## config.mk

```make
export PLATFORM = sky130hd
export DESIGN_NAME = ptw_walker
export DESIGN_NICKNAME = d
export VERILOG_FILES = /design/src/rtl/ptw_walker.sv
export SDC_FILE = /design/constraint.sdc
export NUM_CORES = 1
export LEC_CHECK = 0
export BUFFER_PORTS_ARGS = -buffer_cell sky130_fd_sc_hd__buf_2
export CAP_MARGIN = 20
export CORE_MARGIN = 2
export CORE_UTILIZATION = 56
export CTS_CLUSTER_SIZE = 16
export DETAILED_ROUTE_END_ITERATION = 8
export HOLD_SLACK_MARGIN = 0.03
export PLACE_DENSITY = 0.82
export SYNTH_ARGS = -nofsm -noshare
export SYNTH_HDL_FRONTEND = slang
export SYNTH_SLANG_ARGS = --single-unit
```

## constraint.sdc

```tcl
create_clock -name clk -period 7.2 [get_ports clk]
set_clock_uncertainty 0.1 [all_clocks]
set_input_delay 0.72 -clock clk [delete_from_list [all_inputs] [get_ports clk]]
set_output_delay 0.72 -clock clk [all_outputs]
set_load 0.005 [all_outputs]
```

## src/rtl/ptw_walker.sv

```systemverilog
module ptw_walker #(
  parameter int IDX_W = 10,
  parameter int OFF_W = 12,
  parameter int PA_W  = 32
) (
  input  logic                         clk,
  input  logic                         rst_n,
  input  logic                         req_valid,
  input  logic [2*IDX_W+OFF_W-1:0]     req_vaddr,
  input  logic                         req_write,
  input  logic [PA_W-1:0]              root_base,
  output logic                         busy,
  output logic                         mem_rd_en,
  output logic [PA_W-1:0]              mem_rd_addr,
  input  logic                         mem_rd_valid,
  input  logic [PA_W-1:0]              mem_rd_data,
  output logic                         done_valid,
  output logic [PA_W-1:0]              done_paddr,
  output logic                         fault_valid,
  output logic [1:0]                   fault_kind
);
  localparam int VA_W  = 2*IDX_W + OFF_W;
  localparam int FR_W  = PA_W - OFF_W;
  localparam int BIT_V = 0;
  localparam int BIT_W = 1;

  typedef enum logic [2:0] {
    S_IDLE, S_L1_RD, S_L1_WT, S_L2_RD, S_L2_WT, S_DONE, S_FAULT
  } walk_t;

  walk_t             state;
  logic [VA_W-1:0]   va_q;
  logic              wr_q;
  logic [PA_W-1:0]   base_q;
  logic [FR_W-1:0]   frame_q;
  logic [PA_W-1:0]   paddr_q;
  logic [1:0]        kind_q;

  logic [IDX_W-1:0]  idx_hi, idx_lo;
  logic [PA_W-1:0]   l1_addr, l2_addr;

  assign idx_hi  = va_q[VA_W-1 -: IDX_W];
  assign idx_lo  = va_q[OFF_W +: IDX_W];
  assign l1_addr = base_q + PA_W'({idx_hi, 2'b00});
  assign l2_addr = PA_W'({frame_q, idx_lo, 2'b00});

  assign busy        = (state != S_IDLE);
  assign mem_rd_en   = (state == S_L1_RD) || (state == S_L2_RD);
  assign mem_rd_addr = (state == S_L2_RD) ? l2_addr : l1_addr;
  assign done_valid  = (state == S_DONE);
  assign fault_valid = (state == S_FAULT);
  assign done_paddr  = paddr_q;
  assign fault_kind  = kind_q;

  always_ff @(posedge clk) begin
    if (!rst_n) begin
      state   <= S_IDLE;
      va_q    <= '0;
      wr_q    <= 1'b0;
      base_q  <= '0;
      frame_q <= '0;
      paddr_q <= '0;
      kind_q  <= 2'b00;
    end else begin
      case (state)
        S_IDLE: if (req_valid) begin
          va_q   <= req_vaddr;
          wr_q   <= req_write;
          base_q <= root_base;
          kind_q <= 2'b00;
          state  <= S_L1_RD;
        end
        S_L1_RD: state <= S_L1_WT;
        S_L1_WT: if (mem_rd_valid) begin
          if (!mem_rd_data[BIT_V]) begin
            kind_q <= 2'b01;
            state  <= S_FAULT;
          end else begin
            frame_q <= mem_rd_data[PA_W-1:OFF_W];
            state   <= S_L2_RD;
          end
        end
        S_L2_RD: state <= S_L2_WT;
        S_L2_WT: if (mem_rd_valid) begin
          if (!mem_rd_data[BIT_V]) begin
            kind_q <= 2'b10;
            state  <= S_FAULT;
          end else if (wr_q && !mem_rd_data[BIT_W]) begin
            kind_q <= 2'b11;
            state  <= S_FAULT;
          end else begin
            paddr_q <= {mem_rd_data[PA_W-1:OFF_W], va_q[OFF_W-1:0]};
            state   <= S_DONE;
          end
        end
        S_DONE:  state <= S_IDLE;
        S_FAULT: state <= S_IDLE;
        default: state <= S_IDLE;
      endcase
    end
  end
endmodule

```

# ---- Yosys cells after proc, flatten, opt, wreduce, memory -nomap -nowiden
# Index checks and enable logic that the tools add are counted.
dict set report totals {
  regBits 122
  latch_bits 0
  ramBits 0
  rom_bits 0
  input_bits 101
  out_inout_bits 70
  wordCells 46
  mem_count 0
}
dict set report classes {
  add_sub_neg 1
  multipliers 0
  div_mod_pow 0
  magnitude_cmp 0
  n_eq_ne 11
  shift 0
  muxes 15
  n_bitwise 1
  reduce_logical 11
}
# cell n
set op_table {}
lappend op_table {{32-bit by 12-bit adder with 32-bit output} 1}
lappend op_table {{32-bit two-way mux} 1}
lappend op_table {{2-bit two-way mux} 8}
lappend op_table {{3-bit one-hot mux with 5 select lines} 1}
lappend op_table {{3-bit two-way mux} 4}
lappend op_table {{3-bit == test (second input constant)} 3}
lappend op_table {{2-bit != test (second input constant)} 4}
lappend op_table {{3-bit by 2-bit == test with 1-bit output (second input constant)} 2}
lappend op_table {{2-bit one-hot mux with 3 select lines} 1}
lappend op_table {{3-bit AND reduction} 2}
lappend op_table {{6-bit AND reduction} 1}
lappend op_table {{3-bit nonzero test} 2}
lappend op_table {{4-bit AND reduction} 1}
lappend op_table {{3-bit by 1-bit == test with 1-bit output (second input constant)} 1}
lappend op_table {{3-bit zero test} 1}
lappend op_table {{3-bit != test (second input constant)} 1}
lappend op_table {{2-bit AND reduction} 1}
lappend op_table {{1-bit logical AND} 1}
lappend op_table {{1-bit zero test} 1}
lappend op_table {{1-bit logical OR} 1}
lappend op_table {{1-bit NOT} 1}

# ---- Longest topological paths before layout
# Gate-level depths: netlist (run 1).
dict set report logic_depth {
  word_depth 6
  ltp_mapped 8
  ltp_nobuf 8
}

# ---- Worst setup path after synthesis (run 1)
# OpenSTA, ideal clock, no wires.
dict set report synth_timing {
  kind {reg2out}
  start {register va_q[22]}
  end {output port mem_rd_addr[22]}
  arrival_ps 2115
  required_time_ps 6380
  setup_slack_ps 4265
  path_stages_with_launch 9
  n_path_buf 0
  cell_sequence {dfxtp_1 > ha_1 > fa_1 > nand3_1 > nand2_1 > a221oi_2 > nor4_1 > xnor2_1 > o21ai_0}
}
dict set report synth_between {
  elab_chain_len 2
}
# element line
set synth_rtl {}
lappend synth_rtl {{start: declaration} 32} ;# logic [VA_W-1:0] va_q;
lappend synth_rtl {{start signal: assignment} 67} ;# va_q <= req_vaddr;
lappend synth_rtl {{32-bit by 12-bit adder with 32-bit output} 44} ;# assign l1_addr = base_q + PA_W'({idx_hi, 2'b00});
lappend synth_rtl {{32-bit two-way mux} 49} ;# assign mem_rd_addr = (state == S_L2_RD) ? l2_addr : l1_addr;
lappend synth_rtl {{end: declaration} 14} ;# output logic [PA_W-1:0] mem_rd_addr,
# No other way between the ends.

# ---- Worst setup path in the final report (run 1)
dict set report layout_timing {
  start {register va_q[22]}
  end {output port mem_rd_addr[26]}
}
# The elaborated chain is that of the path after synthesis.

==> reports/qor.csv, run 1 <==
metric,value,unit
CP startpoint,va_q[22],
final wirelength,15.1,mm
Power Density,278,nW/um^2
# DRC,0,
GR Util All Layers,27.2,%
synthesized area per cell,7.88,sq um
H-tree depth,4,
Flop pwr share,39.2,%
Initial Utilization,57.1,%
first-pass GRT wire length,24.4,mm
Post CTS Setup Buffer Count,0,
I/O Pins,171,
detailed placement HPWL,10.0,mm
Synthesis Warnings,0,
core box area,10200,sq um
Final Critical Period,4.04,ns
CTS sink cnt,122,
# setup viols final,0,
worst setup path endpoint,mem_rd_addr[26],
most common cell in the netlist,nand2_1,
Final Cycle Share,56.1,%
critical-path cell with the highest stage delay,a221oi_2,
later-pin clock latency in the skew report,0.52,ns
initial antenna violation count,0,
Fin Hold WS,0.348,ns
Avg WL per Cell,14.7,um
Final Hold Vio Count,0,
post-route setup TNS,0,ns
Synth area leader,dfxtp_1,
Yosys reg bits,122,
worst path buffer plus inverter count,1,
layout cells sized above 1,23.8,%
actual slew at the worst max-slew pin,1.00,ns
Int Power,1.44,mW
Comb power frac,18.8,%
CTS root buffer,clkbuf_8,
worst vdd ir,0.000229,V
Crit Path Max Fanout,10,
synthesized instance count,742,
gr ovfl total,0,
"Net Count, Synth",854,
RSZ-0062 raised after global routing,no,
synth cell count leaders,"278 x nand2_1, 122 x dfxtp_1, 113 x a21boi_0",
Area Overhead vs Synth,24.6,%
fraction of registers with async set/reset,0,%
antenna cells,0,
"delay-heaviest family, CP",compound AO/OA/AOI/OAI gates,
Relative slew margins,33.0,%
PnR worst setup slack,3.16,ns
Required @ worst endpoint,6.38,ns
Area contributors post-synth,"dfxtp_1 42%, nand2_1 18%, a21boi_0 15%",
share of the synthesized area in the top cell type,41.8,%
MaxCap Viol Count,0,
vias in the first global route,5316,
largest net degree at the start of global routing,123,
hold buffer count at cts,0,
Sw Pwr,0.584,mW
Sw Share,28.9,%
Clk pwr share,42.0,%
"Arr. time, crit path",3.22,ns
Crit. path cell count,9,
Worst path max stage delay,0.73,ns
clk slew on worst S/H paths,0.06,ns
Max Root-Sink Buffers,2,
cell area after synthesis,5850,sq um
total power,2.02,mW
Setup CP Type,register to output pin,
worst hold-check path type,register to register,
run status,"finished, final reports clean",
post-synthesis sequential area ratio,41.8,%
Die ar.,11300,sq um
Die X-Extent,106,um
CP Cell Sequence,ha_1 -> fa_1 -> nand3_1 -> nand2_1 -> a221oi_2 -> nor4_1 -> xnor2_1 -> o21ai_0 -> buf_2,
remaining antenna violation count,0,
input/output buffers,160,
CTS tree,done,
FP Rows,37,
Total Nets Final,987,
R2R cell count,3,
Post-CTS Resized,0,
DR vias,5538,
Unique masters post-synth,51,
RR Endpoint,frame_q[9],
routability cong.,0.856,
Synth Flop Type,dfxtp_1,
Num CTS Buffers,17,
Iter 0 DRT Violations,344,
leak pwr,2.99,nW
Reg-to-Reg Start,state[1],
Vert. Die Dim,106,um
Reg2Reg Setup Slack,5.14,ns
vias per cell,5.41,
Initial DRT Pass Iterations,5,
Final Max Tran Viols,0,
CP Launch Type,register,
pre-CTS setup slack,3.75,ns
Max Clk Rate,248,MHz
Crit. End Element,output pin,
Final Util,71.2,%
"EDFF count, synth",0,
[worst min-delay path by stage]
stage / end / cells after the start / from / slack (ns)
2_1_floorplan: done_paddr[10] / 2 / va_q[10] / 0.33
3_3_place_gp: done_paddr[9] / 2 / va_q[9] / 0.34
3_5_place_dp: done_paddr[10] / 2 / va_q[10] / 0.34
4_1_cts: va_q[1] / 3 / req_vaddr[1] / 0.33
5_1_grt: base_q[19] / 3 / root_base[19] / 0.35
6_report: done_paddr[8] / 2 / va_q[8] / 0.35
[power groups by stage]
stage,logic (mW),registers [mW],clock network [mW]
floorplan,0.257,0.786,0
global placement,0.357,0.800,0
detailed placement,0.369,0.805,0
CTS,0.374,0.792,0.853
global route,0.427,0.801,0.885
finish,0.381,0.793,0.849
[layer usage]
layer,GRT usage [%],share of wire (%),routed length (um)
met1,33.1,43,6480
met2,44.5,48,7190
met3,7.36,6.7,1010
met4,13.0,2.7,409
met5,0,0,0
[registers in the layout, summed over array words and instances, names as in the netlist]
register	count
state	3
va_q	32
fault_kind	2
base_q	32
frame_q	20
wr_q	1
done_paddr	32
[cells in the final DEF (no fill, tap or decap), types with 6 or more instances in the layout]
master and count:
a21boi_0 113, and2_1 6, buf_2 160, clkbuf_16 16, clkinvlp_4 6, dfxtp_1 122
ha_1 10, nand2_1 277, nand3_1 6, nor2_1 7, nor2b_1 6, nor4_1 9
o211ai_1 6, o21ai_0 29, xnor2_1 14, xor2_1 13
[kinds of logic (layout without fill, tap and decap cells)]
kind of cell	Yosys count	in the layout	share of synthesized area (%)
compound gates	185	185	22.6
xor+xnor	27	27	4.04
fa+ha+maj	11	11	2.48
buf+inv	55	201	3.83
flops	122	122	41.8
mux	3	3	0.556
simple gates	339	339	24.8
[worst register-to-register path, stage by stage, from the launching register on]
cell and delay [ns]:
dfxtp_1 0.57, nand4_1 0.82, nand2_1 0.32, a21boi_0 0.14
[area by class of cell]
class	instances	area [sq um]
Multi-Input combinational cell	565	3190
Fill cell	834	2950
Sequential cell	122	2440
Timing Repair Buffer	165	871
Clock buffer	21	449
Tap cell	136	170
Clock inverter	11	145
Inverter	4	15.0
[per-stage QoR]
stage          area, sq um  std cells
2_1_floorplan         5850        742
5_1_grt               7280       1024
4_1_cts               7240       1022
3_3_place_gp          6640        990
6_report              7280       1024
3_5_place_dp          6640        990
Note: power is estimated with default switching activity, not from simulation.
==> run 2, diff against run 1 <==
--- a/config.mk
+++ b/config.mk
@@ -8,11 +8,11 @@
 export BUFFER_PORTS_ARGS = -buffer_cell sky130_fd_sc_hd__buf_2
 export CAP_MARGIN = 20
 export CORE_MARGIN = 2
-export CORE_UTILIZATION = 56
+export CORE_UTILIZATION = 47
 export CTS_CLUSTER_SIZE = 16
 export DETAILED_ROUTE_END_ITERATION = 8
 export HOLD_SLACK_MARGIN = 0.03
-export PLACE_DENSITY = 0.82
+export PLACE_DENSITY = 0.73
 export SYNTH_ARGS = -nofsm -noshare
 export SYNTH_HDL_FRONTEND = slang
 export SYNTH_SLANG_ARGS = --single-unit
==> constraint.sdc (replaced) <==
create_clock -name clk -period 3.55 [get_ports clk]
set_clock_uncertainty 0.1 [all_clocks]
set_input_delay 0.355 -clock clk [delete_from_list [all_inputs] [get_ports clk]]
set_output_delay 0.355 -clock clk [all_outputs]
set_load 0.005 [all_outputs]
==> reports/qor.csv, run 2 (synthesized netlist as in run 1, its figures left out) <==
metric,value,unit
layout cells sized above 1,23.9,%
run status,"finished, final reports clean",
clk slew on worst S/H paths,0.06,ns
Iter 0 DRT Violations,307,
initial antenna violation count,0,
later-pin clock latency in the skew report,0.41,ns
# DRC,0,
MaxCap Viol Count,0,
Vert. Die Dim,116,um
number of fill cells in the layout,1139,
Final Max Tran Viols,0,
Fin Hold WS,0.0860,ns
CTS sink cnt,122,
CP Cell Sequence,ha_1 -> nand3_1 -> nor4_1 -> o31a_2 -> o211ai_1 -> xor2_1 -> o21ai_0 -> buf_2,
worst path buffer plus inverter count,1,
Initial DRT Pass Iterations,5,
remaining antenna violation count,0,
Post CTS Setup Buffer Count,0,
Worst path max stage delay,0.48,ns
Final Hold Vio Count,0,
Comb power frac,18.5,%
gr ovfl total,0,
Die ar.,13300,sq um
Crit. End Element,output pin,
Initial Utilization,48.5,%
Sw Share,28.0,%
Power Density,561,nW/um^2
Die X-Extent,116,um
FF+latch area,2440,sq um
Relative slew margins,42.5,%
Reg2Reg Setup Slack,1.33,ns
detailed placement HPWL,10.1,mm
worst vdd ir,0.000414,V
actual slew at the worst max-slew pin,0.863,ns
Num CTS Buffers,17,
Post-CTS Resized,0,
CP Launch Type,register,
Area after DPL,6740,sq um
Max Root-Sink Buffers,2,
worst setup path endpoint,mem_rd_addr[27],
GR Util All Layers,22.4,%
FP Rows,40,
leak pwr,3.02,nW
Final Util,60.8,%
"commonest non-fill, non-tap cell in the layout",nand2_1,
post-route cell area,7330,sq um
CTS tree,done,
Clk pwr share,42.4,%
CTS root buffer,clkbuf_16,
Crit. path cell count,8,
Int Power,2.96,mW
Sw Pwr,1.15,mW
Total Nets Final,991,
Final Cycle Share,91.7,%
"delay-heaviest family, CP",compound AO/OA/AOI/OAI gates,
RSZ-0062 raised after global routing,no,
I/O Pins,171,
DR vias,5334,
worst hold-check path type,input port to register,
RR Endpoint,base_q[9],
Area Overhead vs Synth,25.4,%
vias per cell,5.04,
critical-path cell with the highest stage delay,nor4_1,
"Arr. time, crit path",2.80,ns
post-route setup TNS,0,ns
CP startpoint,va_q[27],
Required @ worst endpoint,3.09,ns
H-tree depth,4,
first-pass GRT wire length,23.4,mm
antenna cells,0,
Crit Path Max Fanout,11,
final wirelength,14.7,mm
total power,4.11,mW
Avg WL per Cell,13.9,um
R2R cell count,5,
Max Clk Rate,307,MHz
area of the multi-input gates,3190,sq um
hold buffer count at cts,0,
# setup viols final,0,
largest net degree at the start of global routing,54,
vias in the first global route,4821,
"commonest cells after routing, fill and taps aside","277 x nand2_1, 160 x buf_2, 122 x dfxtp_1",
Final Critical Period,3.26,ns
core box area,12100,sq um
input/output buffers,160,
routability cong.,0.779,
Reg-to-Reg Start,state[1],
Flop pwr share,39.1,%
Setup CP Type,register to output pin,
run 2: cell types whose count changed in the layout (fill, tap and decap cells not counted):
cell / delta
buf_4: +5
clkinvlp_4: -5
clkinv_2: +2
clkbuf_16: +1
buf_16: -1
clkbuf_1: +1
run 2: worst register-to-register path: cells and delay by family, from the launching register on:
family	cells	cell delay, ns
DFF	1	0.44
buffers and inverters	1	0.51
AOI/OAI and AO/OA	1	0.18
and+or+nand+nor	3	0.92
run 2: metal layers:
layer  track usage (%)  vias up  wire, um
met3              7.11        8       980
met1              29.2     2425      6930
met2              36.1      143      6690
li1                  -     2758         -
met4              5.78        0       114
met5                 0        -         0
run 2: cell type report:
cell class                      instances  area share [%]
Multi-Input combinational cell        565            43.5
Sequential cell                       122            33.3
Timing Repair Buffer                  169            12.0
Clock buffer                           23            6.52
Tap cell                              168            2.87
Clock inverter                          8            1.60
Inverter                                4           0.205
run 2: worst min path at each step:
stage                         start              to  depth (start not counted)
global placement            va_q[9]   done_paddr[9]                          2
detailed placement    done_paddr[9]   done_paddr[9]                          2
CTS                   root_base[30]      base_q[30]                          3
global route        mem_rd_data[14]  done_paddr[14]                          3
floorplan                  va_q[10]  done_paddr[10]                          2
finish                 req_vaddr[2]         va_q[2]                          3
run 2: power groups by stage:
stage	registers, mW	logic [mW]	clock network [mW]
floorplan	1.59	0.521	0
global placement	1.63	0.760	0
detailed placement	1.64	0.765	0
CTS	1.61	0.771	1.77
global route	1.63	0.864	1.83
finish	1.61	0.762	1.75
run 2: metrics by stage:
stage | cells | worst slack [ns]
6_report | 1059 | 0.295
5_1_grt | 1059 | 0.0480
4_1_cts | 1059 | 0.332
3_5_place_dp | 1028 | 0.780
3_3_place_gp | 1028 | 0.811
2_1_floorplan | 742 | 0.980
==> run 3, diff against run 2 <==
--- a/config.mk
+++ b/config.mk
@@ -8,11 +8,11 @@
 export BUFFER_PORTS_ARGS = -buffer_cell sky130_fd_sc_hd__buf_2
 export CAP_MARGIN = 20
 export CORE_MARGIN = 2
-export CORE_UTILIZATION = 47
+export CORE_UTILIZATION = 56
 export CTS_CLUSTER_SIZE = 16
 export DETAILED_ROUTE_END_ITERATION = 8
 export HOLD_SLACK_MARGIN = 0.03
-export PLACE_DENSITY = 0.73
+export PLACE_DENSITY = 0.82
 export SYNTH_ARGS = -nofsm -noshare
 export SYNTH_HDL_FRONTEND = slang
 export SYNTH_SLANG_ARGS = --single-unit
==> constraint.sdc (replaced) <==
create_clock -name clk -period 4.2 [get_ports clk]
set_clock_uncertainty 0.1 [all_clocks]
set_input_delay 0.42 -clock clk [delete_from_list [all_inputs] [get_ports clk]]
set_output_delay 0.42 -clock clk [all_outputs]
set_load 0.005 [all_outputs]
==> reports/qor.csv, run 3 (synthesized netlist as in run 1, its figures left out) <==
metric,value,unit
run status,"finished, final reports clean",
input/output buffers,160,
final wirelength,15.1,mm
Total Nets Final,987,
# DRC,0,
Power Density,482,nW/um^2
hold buffer count at cts,0,
remaining antenna violation count,0,
worst vdd ir,0.000280,V
Required @ worst endpoint,3.68,ns
RSZ-0062 raised after global routing,no,
"commonest cells after routing, fill and taps aside","277 x nand2_1, 160 x buf_2, 122 x dfxtp_1",
"commonest non-fill, non-tap cell in the layout",nand2_1,
routability cong.,0.866,
Area Overhead vs Synth,25.2,%
Final Critical Period,3.64,ns
CTS root buffer,clkbuf_8,
"Arr. time, crit path",3.12,ns
Relative slew margins,31.0,%
Crit Path Max Fanout,10,
vias in the first global route,5224,
Iter 0 DRT Violations,337,
FP Rows,37,
metal2 WL,7.22,mm
actual slew at the worst max-slew pin,1.04,ns
worst path buffer plus inverter count,1,
first-pass GRT wire length,24.3,mm
Post CTS Setup Buffer Count,0,
Num CTS Buffers,17,
number of fill cells in the layout,789,
GR Util All Layers,26.7,%
PnR worst setup slack,0.560,ns
layout cells sized above 1,23.8,%
critical-path cell with the highest stage delay,a221oi_2,
# setup viols final,0,
vias per cell,5.41,
CTS sink cnt,122,
antenna cells,0,
Reg2Reg Setup Slack,2.03,ns
CTS tree,done,
Worst path max stage delay,0.68,ns
met3 wire length,970,um
highest routing layer actually used,met4,
worst hold-check path type,input port to register,
total power,3.53,mW
pre-CTS setup slack,1.11,ns
post-route cell area,7320,sq um
largest net degree at the start of global routing,73,
DR vias,5540,
Area after DPL,6650,sq um
initial antenna violation count,0,
Setup CP Type,register to output pin,
leak pwr,3.01,nW
H-tree depth,4,
MaxCap Viol Count,0,
Final Cycle Share,86.7,%
detailed placement HPWL,10.3,mm
clk slew on worst S/H paths,0.06,ns
Max Root-Sink Buffers,2,
Avg WL per Cell,14.7,um
Post-Route M1 WL,6.49,mm
Vert. Die Dim,106,um
gr ovfl total,0,
Post-CTS Resized,0,
CP Launch Type,register,
Die ar.,11300,sq um
Die X-Extent,106,um
Initial Utilization,57.1,%
Initial DRT Pass Iterations,5,
Crit. End Element,output pin,
"delay-heaviest family, CP",compound AO/OA/AOI/OAI gates,
Max Clk Rate,275,MHz
CP Cell Sequence,ha_1 -> fa_1 -> nand3_1 -> nand2_1 -> a221oi_2 -> nor4_1 -> xnor2_1 -> o21ai_0 -> buf_2,
later-pin clock latency in the skew report,0.51,ns
Final Max Tran Viols,0,
post-route setup TNS,0,ns
I/O Pins,171,
Final Hold Vio Count,0,
core box area,10200,sq um
run 3: routing by layer:
metal  up-vias  GRT usage (%)
li1       2746              -
met1      2564           33.4
met2       193           43.6
met3        37           6.44
met4         0           12.3
met5         -              0
run 3: final timing paths:
| path | startpoint | endpoint | cells after the start |
|---|---|---|---|
| worst min register to register | done_paddr[10] | done_paddr[10] | 2 |
| worst max register to register | state[1] | va_q[2] | 5 |
| worst max-delay path | va_q[22] | mem_rd_addr[24] | 9 |
| worst min-delay path | root_base[20] | base_q[20] | 3 |
run 3: through the flow:
stage	utilization (%)	hold slack (ns)	cells
after floorplan	-	0.331	742
after global placement	64.8	0.337	989
after detailed placement	65.0	0.348	990
after CTS	71.1	0.0340	1022
after global routing	71.5	0.0460	1024
final	71.5	0.0469	1024
run 3: tightest hold or removal path: cells and delay by family:
kind                   cells  cell delay (ns)
AOI/OAI and AO/OA          1             0.06
buffers and inverters      1             0.09
and+or+nand+nor            1             0.04
run 3: area by class of cell:
class                   instances  area [sq um]  area share [%]
clock buffers                  21           449            6.14
flip-flops and latches        122          2440            33.4
repair buffers                165           883            12.1
clock inverters                11           169            2.31
inverters                       4          15.0           0.205
multi-input cells             565          3190            43.6
well taps                     136           170            2.32
run 3: power breakdown:
group / switching [mW] / total [mW] / internal (mW) / leakage, nW
logic: 0.382 / 0.658 / 0.276 / 1.73
registers: 0.0933 / 1.36 / 1.26 / 0.993
clock network: 0.518 / 1.51 / 0.993 / 0.290
